[src/rtl/tmr_irq_pkg.sv]
package tmr_irq_pkg;
   localparam int unsigned CH_DEF   = 5;
   localparam int unsigned WORD_DEF = 32;

   function automatic int unsigned pend_base(int unsigned en_lsb, int unsigned nch);
      return en_lsb + nch;
   endfunction
endpackage

[src/rtl/tmr_irq_en_field.sv]
module tmr_irq_en_field #(
   parameter int unsigned NCH = 5
) (
   input  logic           clk,
   input  logic           rst_n,
   input  logic           wr_en,
   input  logic [NCH-1:0] wr_bits,
   output logic [NCH-1:0] en_q
);
   always_ff @(posedge clk) begin
      if (!rst_n) begin
         en_q <= '0;
      end else if (wr_en) begin
         en_q <= wr_bits;
      end
   end
endmodule

[src/rtl/tmr_irq_chan.sv]
module tmr_irq_chan (
   input  logic clk,
   input  logic rst_n,
   input  logic clr_req,
   input  logic expire,
   input  logic en_now,
   output logic pend_q,
   output logic line_q
);
   logic pend_d;
   logic line_d;

   always_comb begin
      if (expire) begin
         pend_d = 1'b1;
      end else if (clr_req) begin
         pend_d = 1'b0;
      end else begin
         pend_d = pend_q;
      end
   end

   always_comb begin
      if (expire && en_now) begin
         line_d = 1'b1;
      end else if (pend_q && !pend_d) begin
         line_d = 1'b0;
      end else begin
         line_d = line_q;
      end
   end

   always_ff @(posedge clk) begin
      if (!rst_n) begin
         pend_q <= 1'b0;
         line_q <= 1'b0;
      end else begin
         pend_q <= pend_d;
         line_q <= line_d;
      end
   end
endmodule

[src/rtl/tmr_irq_rdmux.sv]
module tmr_irq_rdmux #(
   parameter int unsigned NCH    = 5,
   parameter int unsigned DW     = 32,
   parameter int unsigned EN_LSB = 0,
   parameter int unsigned ST_LSB = 5
) (
   input  logic [NCH-1:0] en_q,
   input  logic [NCH-1:0] pend_q,
   output logic [DW-1:0]  word
);
   always_comb begin
      word = '0;
      for (int i = 0; i < int'(NCH); i++) begin
         word[EN_LSB + i] = en_q[i];
         word[ST_LSB + i] = pend_q[i];
      end
   end
endmodule

[src/rtl/tmr_irq_csr.sv]
module tmr_irq_csr
   import tmr_irq_pkg::*;
#(
   parameter int unsigned NCH    = CH_DEF,
   parameter int unsigned DW     = WORD_DEF,
   parameter int unsigned EN_LSB = 0
) (
   input  logic           clk,
   input  logic           rst_n,
   input  logic           wr_en,
   input  logic [DW-1:0]  wr_data,
   input  logic [NCH-1:0] expire,
   output logic [DW-1:0]  rd_data,
   output logic [NCH-1:0] irq
);
   localparam int unsigned ST_LSB = pend_base(EN_LSB, NCH);
   localparam int unsigned TOP_HI = ST_LSB + NCH;

   generate
      if (TOP_HI > DW) begin : g_bad_width
         $error("tmr_irq_csr: fields do not fit in the word");
      end
      if (NCH < 1) begin : g_bad_count
         $error("tmr_irq_csr: need at least one channel");
      end
   endgenerate

   logic [NCH-1:0] en_q;
   logic [NCH-1:0] pend_q;

   tmr_irq_en_field #(.NCH(NCH)) u_en (
      .clk     (clk),
      .rst_n   (rst_n),
      .wr_en   (wr_en),
      .wr_bits (wr_data[EN_LSB +: NCH]),
      .en_q    (en_q)
   );

   genvar gi;
   generate
      for (gi = 0; gi < int'(NCH); gi++) begin : g_ch
         tmr_irq_chan u_ch (
            .clk     (clk),
            .rst_n   (rst_n),
            .clr_req (wr_en && wr_data[ST_LSB + gi]),
            .expire  (expire[gi]),
            .en_now  (en_q[gi]),
            .pend_q  (pend_q[gi]),
            .line_q  (irq[gi])
         );
      end
   endgenerate

   tmr_irq_rdmux #(
      .NCH(NCH), .DW(DW), .EN_LSB(EN_LSB), .ST_LSB(ST_LSB)
   ) u_rd (
      .en_q   (en_q),
      .pend_q (pend_q),
      .word   (rd_data)
   );
endmodule

[config.mk]
export PLATFORM = sky130hd
export DESIGN_NAME = tmr_irq_csr
export DESIGN_NICKNAME = d
export VERILOG_FILES = /design/src/rtl/tmr_irq_pkg.sv /design/src/rtl/tmr_irq_en_field.sv /design/src/rtl/tmr_irq_chan.sv /design/src/rtl/tmr_irq_rdmux.sv /design/src/rtl/tmr_irq_csr.sv
export SDC_FILE = /design/constraint.sdc
export NUM_CORES = 1
export LEC_CHECK = 0
export ABC_CLOCK_PERIOD_IN_PS = 900
export BUFFER_PORTS_ARGS = -buffer_cell sky130_fd_sc_hd__buf_2
export CAP_MARGIN = 10
export CORE_MARGIN = 3
export CORE_UTILIZATION = 36
export DETAILED_ROUTE_END_ITERATION = 16
export GPL_TIMING_DRIVEN = 0
export MAX_ROUTING_LAYER = met4
export PLACE_DENSITY = 0.78
export SLEW_MARGIN = 25
export SYNTH_ARGS = -nofsm -noshare
export SYNTH_HDL_FRONTEND = slang
export SYNTH_HIERARCHICAL = 1
export SYNTH_SLANG_ARGS = --single-unit
[constraint.sdc]
create_clock -name clk -period 0.9 [get_ports clk]
set_input_delay 0.225 -clock clk [delete_from_list [all_inputs] [get_ports clk]]
set_output_delay 0.225 -clock clk [all_outputs]
set_load 0.01 [all_outputs]
## After elaboration in Yosys (flattened, before gate mapping)

Cells that the tools add are included.

| word-level totals | value |
|---|---|
| flip-flop bits (word level) | 15 |
| output and inout bits | 37 |

| cells by class | value |
|---|---|
| mux-type cells | 20 |
| reduce and logical (&&, ||, !) cells | 25 |

Operators by type and width:

| kind | number |
|---|---|
| $mux W1 | 20 |
| $logic_and A1 B1 Y1 | 15 |
| $reduce_bool A2 Y1 | 5 |
| $logic_not A1 Y1 | 5 |

## Logic depth before layout (Yosys ltp)

Gate-level depths: netlist (run 1).

| logic depth | value |
|---|---|
| depth in word-level cells | 7 |
| gate-level depth with buffers | 3 |
| gate-level depth less buffers | 3 |

## Modules after synthesis

The synthesis (run 1) kept the hierarchy.

By module, submodules not included:

| module | instances | cells each | area an instance (sq um) |
|---|---|---|---|
| tmr_irq_chan | 5 | 8 | 72.6 |
| tmr_irq_rdmux | 1 | 33 | 244.0 |
| tmr_irq_en_field | 1 | 16 | 192.7 |
| tmr_irq_csr | 1 | 5 | 31.3 |

## Worst setup path after synthesis (run 1)

Ideal clock, no wire load.

| timing | value |
|---|---|
| path type | reg-to-reg |
| from | reg, netlist name g_ch[0].u_ch/line_q |
| to | reg g_ch[0].u_ch.line_q |
| library setup time | 0.091 ns |
| data arrival time | 0.606 ns |
| required time | 0.809 ns |
| setup slack | 0.203 ns |
| cell stages (with the launch flop) | 3 |
| buffers on the path | 0 |
| clock period less this slack | 0.697 ns |
| cells stage by stage | dfxtp_1 a21oi_1 a311oi_1 |

RTL lines:

| what | line | RTL |
|---|---|---|
| end signal: assignment | tmr_irq_chan.sv:39 | `line_q <= line_d;` |
| end: declaration | tmr_irq_chan.sv:8 | `output logic line_q` |

## Final worst setup path (run 1)

| timing | value |
|---|---|
| from | reg g_ch[4].u_ch.pend_q |
| to | out rd_data[9] |

RTL lines:

| what | line | RTL |
|---|---|---|
| start: declaration | tmr_irq_chan.sv:7 | `output logic pend_q,` |
| start signal: assignment | tmr_irq_chan.sv:38 | `pend_q <= pend_d;` |
| end: declaration | tmr_irq_csr.sv:13 | `output logic [DW-1:0] rd_data,` |

No word-level cell between the ends.

==> impl_metrics.env, run 1 <==
export IMPL_power_leakage_nw=0.682
export IMPL_syn_area_um2=831
export IMPL_syn_inst=94
export IMPL_antenna_found_initial=0
export IMPL_drt_iter0_drc=4
export IMPL_nets=192
export IMPL_rrSetupSlack_ns=0.05
export IMPL_antennaDiodeCount=0
export IMPL_clkLatencyLatePin_ns=0.27
export IMPL_hold_start="expire[2]"
export IMPL_ys_types=11
export IMPL_initial_core_util=0.403
export IMPL_crit_family="flip-flops"
export IMPL_min_path_type="in -> reg"
export IMPL_cp_start_kind="flop"
export IMPL_violations="negative setup slack"
export IMPL_path_buf_inv=1
export IMPL_port_buffers=32
export IMPL_reg2reg_to="g_ch[2].u_ch/line_q"
export IMPL_clock_tree_root_cell="clkbuf_4"
export IMPL_fin_crit_ns=0.954
export IMPL_die_h_um=54.0
export IMPL_setup_slack_ns=-0.0543
export IMPL_cts_tree="built"
export IMPL_final_util=0.603
export IMPL_clock_sinks=15
export IMPL_end_kind="output port"
export IMPL_power_density_mw_per_mm2=1220
export IMPL_area_delta_synth_final_pct=49.5
export IMPL_routed_via_count=697
export IMPL_multiInputGateArea_um2=320
export IMPL_ff_latch_area_um2=319
export IMPL_fillers=185
export IMPL_drv_cap=0
export IMPL_cpMaxStageDelayCell="dfxtp_2"
export IMPL_viasPerCell=3.92
export IMPL_drive_gt1_frac=0.550
export IMPL_drtPass1Iterations=4
export IMPL_max_vdd_ir_drop_uv=658
export IMPL_wirelength_mm=1.77
export IMPL_cts_htree_levels=1
export IMPL_rr_startpoint="g_ch[2].u_ch/pend_q"
export IMPL_outcome="complete, but fails checks"
export IMPL_rsz0062_at_grt="yes"
export IMPL_drc_errors=0
export IMPL_ant_nets=0
export IMPL_cts_buffers=3
export IMPL_synth_ff_latch_count=15
export IMPL_critPathMaxStageDelay_ns=0.36
export IMPL_min_to="g_ch[2].u_ch/pend_q"
export IMPL_hpwl_mm=1.37
export IMPL_synth_top_cell_by_area="dfxtp_1"
export IMPL_syn_avg_cell_area_um2=8.84
export IMPL_ys_top_cells_by_area="dfxtp_1 36%, buf_4 29%, a21oi_1 6.0%"
export IMPL_ios=77
export IMPL_clkTransAtPathRegs_ns=0.09
export IMPL_whs_path_depth=3
export IMPL_cp_arrival_ns=0.73
export IMPL_r2r_cells=2
export IMPL_core_mm2=0.00206
export IMPL_gp_congestion=0.636
export IMPL_grt_pass1_wl_mm=2.56
export IMPL_crit_chain="buf_6"
export IMPL_die_width_um=54.0
export IMPL_critPathRequiredTime_ns=0.67
export IMPL_first_global_vias=648
export IMPL_yosysSeqAreaShare=0.361
export IMPL_grt_max_degree=11
export IMPL_cp_max_fo=2
export IMPL_rows=16
export IMPL_final_common_cell="buf_4"
export IMPL_dieArea_mm2=0.00292
export IMPL_finalPower_mw=1.52
export IMPL_finalNonFillerCells=178
export IMPL_hold_viol=0
export IMPL_clockBufferDepth=2
export IMPL_setup_viol=15
export IMPL_max_freq_ghz=1.05
export IMPL_fin_skew_ns=0.00102
export IMPL_finalMaxSlewViolations=0
export IMPL_grt_use_total=0.123
export IMPL_placed_cells=174
export IMPL_fin_crit_sh=1.06
export IMPL_mostFrequentLayoutCells="32 x buf_4, 22 x conb_1, 17 x buf_2"
export IMPL_ys_warn_count=6
export IMPL_crit_type="reg -> out"
export IMPL_grt_ovfl_total=0
export IMPL_wl_per_cell_um=9.96
export IMPL_netlist_area_leader_share=0.361
[layout make-up]
cell class	instances	share of cell area
buffer	23	0.142
clock buffer	4	0.0211
inverter	10	0.0302
multi-input combinational	57	0.258
sequential	15	0.257
tap	27	0.0272
timing repair buffer	42	0.265
[through the flow]
stage	hold slack (ns)	cell area, um2	worst slack [ns]	setup TNS [ns]
final	0.210	1240	-0.0543	-0.631
after global routing	0.202	1240	-0.0793	-1.08
after detailed placement	0.479	1100	-0.0381	-0.0514
after floorplan	0.353	910	0.203	0
after global placement	0.461	1100	-0.00625	-0.00625
after CTS	0.204	1240	-0.0587	-0.753
[cell usage after synthesis (all sizes together)]
library cell	n
nand2b	5
buf	33
a311oi	5
a21oi	10
inv	10
and2	5
conb	1
mux2i	5
dfxtp	15
nor2b	5
[state kept, by name, summed over array words and instances, names as in the netlist]
name and cells:
u_en/en_q 5, g_ch.u_ch/pend_q 5, g_ch.u_ch/line_q 5
[report_power, final]
part / internal (mW) / total (mW) / switching, mW
sequential: 0.711 / 0.740 / 0.0288
clock: 0.171 / 0.373 / 0.201
combinational: 0.238 / 0.406 / 0.169
total: 1.12 / 1.52 / 0.399
[what timing repair did]
item	4_1_cts	5_1_grt
setup endpoints to repair	15	16
buffers inserted	10	0
pin swaps	0	1
hold buffers	0	0
resized for setup	30	0
hold endpoints to repair	0	0
[worst max path at each step]
| stage | start | endpoint | cells past startpoint |
|---|---|---|---|
| floorplan | g_ch[0].u_ch/line_q | g_ch[0].u_ch/line_q | 2 |
| global placement | wr_en | u_en/en_q[2] | 4 |
| detailed placement | wr_en | g_ch[2].u_ch/line_q | 3 |
| CTS | g_ch[4].u_ch/pend_q | rd_data[9] | 1 |
| global route | g_ch[3].u_ch/line_q | irq[3] | 1 |
| finish | g_ch[4].u_ch/pend_q | rd_data[9] | 1 |
[cell families (layout without fill, tap and decap cells)]
group | after synthesis | in the layout | share of synthesized area
AOI/OAI and AO/OA | 15 | 15 | 0.113
buffers and inverters | 43 | 79 | 0.348
DFF | 15 | 15 | 0.361
muxes | 5 | 5 | 0.0602
other | 1 | 22 | 0.00451
and+or+nand+nor | 15 | 15 | 0.113
[routing by layer]
| metal | GRT usage | share of wire |
|---|---|---|
| met3 | 0.0332 | 0.12 |
| met2 | 0.222 | 0.47 |
| met4 | 0.0249 | 0.0028 |
| met5 | - | 0 |
| met1 | 0.134 | 0.40 |
Power figures use the tool's default switching activity.
==> inputs of run 2 (changes only) <==
--- a/config.mk
+++ b/config.mk
@@ -5,15 +5,15 @@
 export SDC_FILE = /design/constraint.sdc
 export NUM_CORES = 1
 export LEC_CHECK = 0
-export ABC_CLOCK_PERIOD_IN_PS = 900
+export ABC_CLOCK_PERIOD_IN_PS = 1100
 export BUFFER_PORTS_ARGS = -buffer_cell sky130_fd_sc_hd__buf_2
 export CAP_MARGIN = 10
 export CORE_MARGIN = 3
-export CORE_UTILIZATION = 36
+export CORE_UTILIZATION = 39
 export DETAILED_ROUTE_END_ITERATION = 16
 export GPL_TIMING_DRIVEN = 0
 export MAX_ROUTING_LAYER = met4
-export PLACE_DENSITY = 0.78
+export PLACE_DENSITY = 0.83
 export SLEW_MARGIN = 25
 export SYNTH_ARGS = -nofsm -noshare
 export SYNTH_HDL_FRONTEND = slang
==> constraint.sdc (replaced) <==
create_clock -name clk -period 1.1 [get_ports clk]
set_input_delay 0.275 -clock clk [delete_from_list [all_inputs] [get_ports clk]]
set_output_delay 0.275 -clock clk [all_outputs]
set_load 0.01 [all_outputs]
==> impl_metrics.env, run 2 (same netlist as run 1, synthesis figures left out) <==
export IMPL_outcome="finished clean"
export IMPL_grt_pass1_wl_mm=2.57
export IMPL_critPathRequiredTime_ns=0.82
export IMPL_routed_via_count=694
export IMPL_crit_chain="buf_2"
export IMPL_cp_arrival_ns=0.77
export IMPL_cpMaxStageDelayCell="dfxtp_1"
export IMPL_clock_sinks=15
export IMPL_port_buffers=32
export IMPL_path_buf_inv=1
export IMPL_fin_tns_setup_ns=0
export IMPL_met3_length_um=172
export IMPL_core_mm2=0.00198
export IMPL_finalPower_mw=1.23
export IMPL_drt_iter0_drc=0
export IMPL_dieArea_mm2=0.00272
export IMPL_crit_family="flip-flops"
export IMPL_drv_cap=0
export IMPL_end_kind="output port"
export IMPL_hpwl_mm=1.36
export IMPL_largestRegisters="g_ch.u_ch/line_q (5), g_ch.u_ch/pend_q (5), u_en/en_q (5)"
export IMPL_antennaDiodeCount=0
export IMPL_power_density_mw_per_mm2=1030
export IMPL_wl_per_cell_um=9.81
export IMPL_drc_errors=0
export IMPL_hold_viol=0
export IMPL_initial_core_util=0.419
export IMPL_final_util=0.605
export IMPL_whs_path_depth=3
export IMPL_critPathMaxStageDelay_ns=0.35
export IMPL_grt_use_total=0.133
export IMPL_routed_top_layer="met3"
export IMPL_worst_hold_slack_ns=0.244
export IMPL_viasPerCell=3.92
export IMPL_rows=16
export IMPL_grt_ovfl_total=0
export IMPL_die_h_um=52.2
export IMPL_power_leakage_nw=0.673
export IMPL_wl_met2_um=939
export IMPL_final_common_cell="buf_4"
export IMPL_drtPass1Iterations=1
export IMPL_max_freq_ghz=0.957
export IMPL_ant_nets=0
export IMPL_placed_cells=174
export IMPL_finalNonFillerCells=177
export IMPL_cts_buffers=3
export IMPL_setup_viol=0
export IMPL_antenna_found_initial=0
export IMPL_fin_area_mm2=0.00120
export IMPL_finalMaxSlewViolations=0
export IMPL_area_delta_synth_final_pct=44.3
export IMPL_crit_type="reg -> out"
export IMPL_cts_tree="built"
export IMPL_cp_depth=1
export IMPL_clockBufferDepth=2
export IMPL_rrSetupSlack_ns=0.26
export IMPL_ios=77
export IMPL_wirelength_mm=1.74
export IMPL_nets=191
export IMPL_gp_congestion=0.621
export IMPL_cts_htree_levels=1
export IMPL_clkTransAtPathRegs_ns=0.09
export IMPL_mostFrequentLayoutCells="31 x buf_4, 22 x buf_2, 22 x conb_1"
export IMPL_place_ws_ns=0.126
export IMPL_fin_crit_ns=1.04
export IMPL_r2r_cells=3
export IMPL_max_vdd_ir_drop_uv=726
export IMPL_setup_slack_ns=0.0553
export IMPL_fin_crit_sh=0.950
export IMPL_rsz0062_at_grt="no"
export IMPL_drive_gt1_frac=0.520
export IMPL_place_area_mm2=0.00110
export IMPL_grt_max_degree=11
export IMPL_first_global_vias=614
export IMPL_die_width_um=52.2
export IMPL_fin_skew_ns=0.00179
export IMPL_clock_tree_root_cell="clkbuf_4"
export IMPL_clkLatencyLatePin_ns=0.28
export IMPL_cp_start_kind="flop"
export IMPL_wl_met1_um=625
export IMPL_cp_max_fo=2
export IMPL_min_path_type="in -> reg"
[run 2: final timing paths]
check / start / to
worst min register to register: g_ch[1].u_ch/pend_q / g_ch[1].u_ch/line_q
worst max register to register: u_en/en_q[0] / g_ch[0].u_ch/line_q
worst min-delay path: wr_data[1] / u_en/en_q[1]
worst max-delay path: g_ch[4].u_ch/line_q / irq[4]
[run 2: routing by layer]
layer	vias to the layer above	GRT usage
met5	-	-
met4	0	0.0255
li1	359	-
met3	0	0.0602
met2	31	0.245
met1	304	0.130
[run 2: repair_timing]
item	CTS	global route
endpoints found under the setup margin	10	1
gates resized for setup	21	0
hold buffers	0	0
setup buffers	9	0
[run 2: area by class of cell]
class	count	area (um2)
buffer	23	176
clock buffer	3	22.5
clock inverter	1	5.00
fill	188	783
inverter	10	37.5
multi-input combinational	57	320
sequential	15	313
tap	27	33.8
timing repair buffer	41	290
[run 2: where the power goes]
group          leakage, nW  switching (mW)  internal (mW)
registers            0.127          0.0211          0.580
clock network       0.0177           0.178          0.135
logic                0.529           0.136          0.182
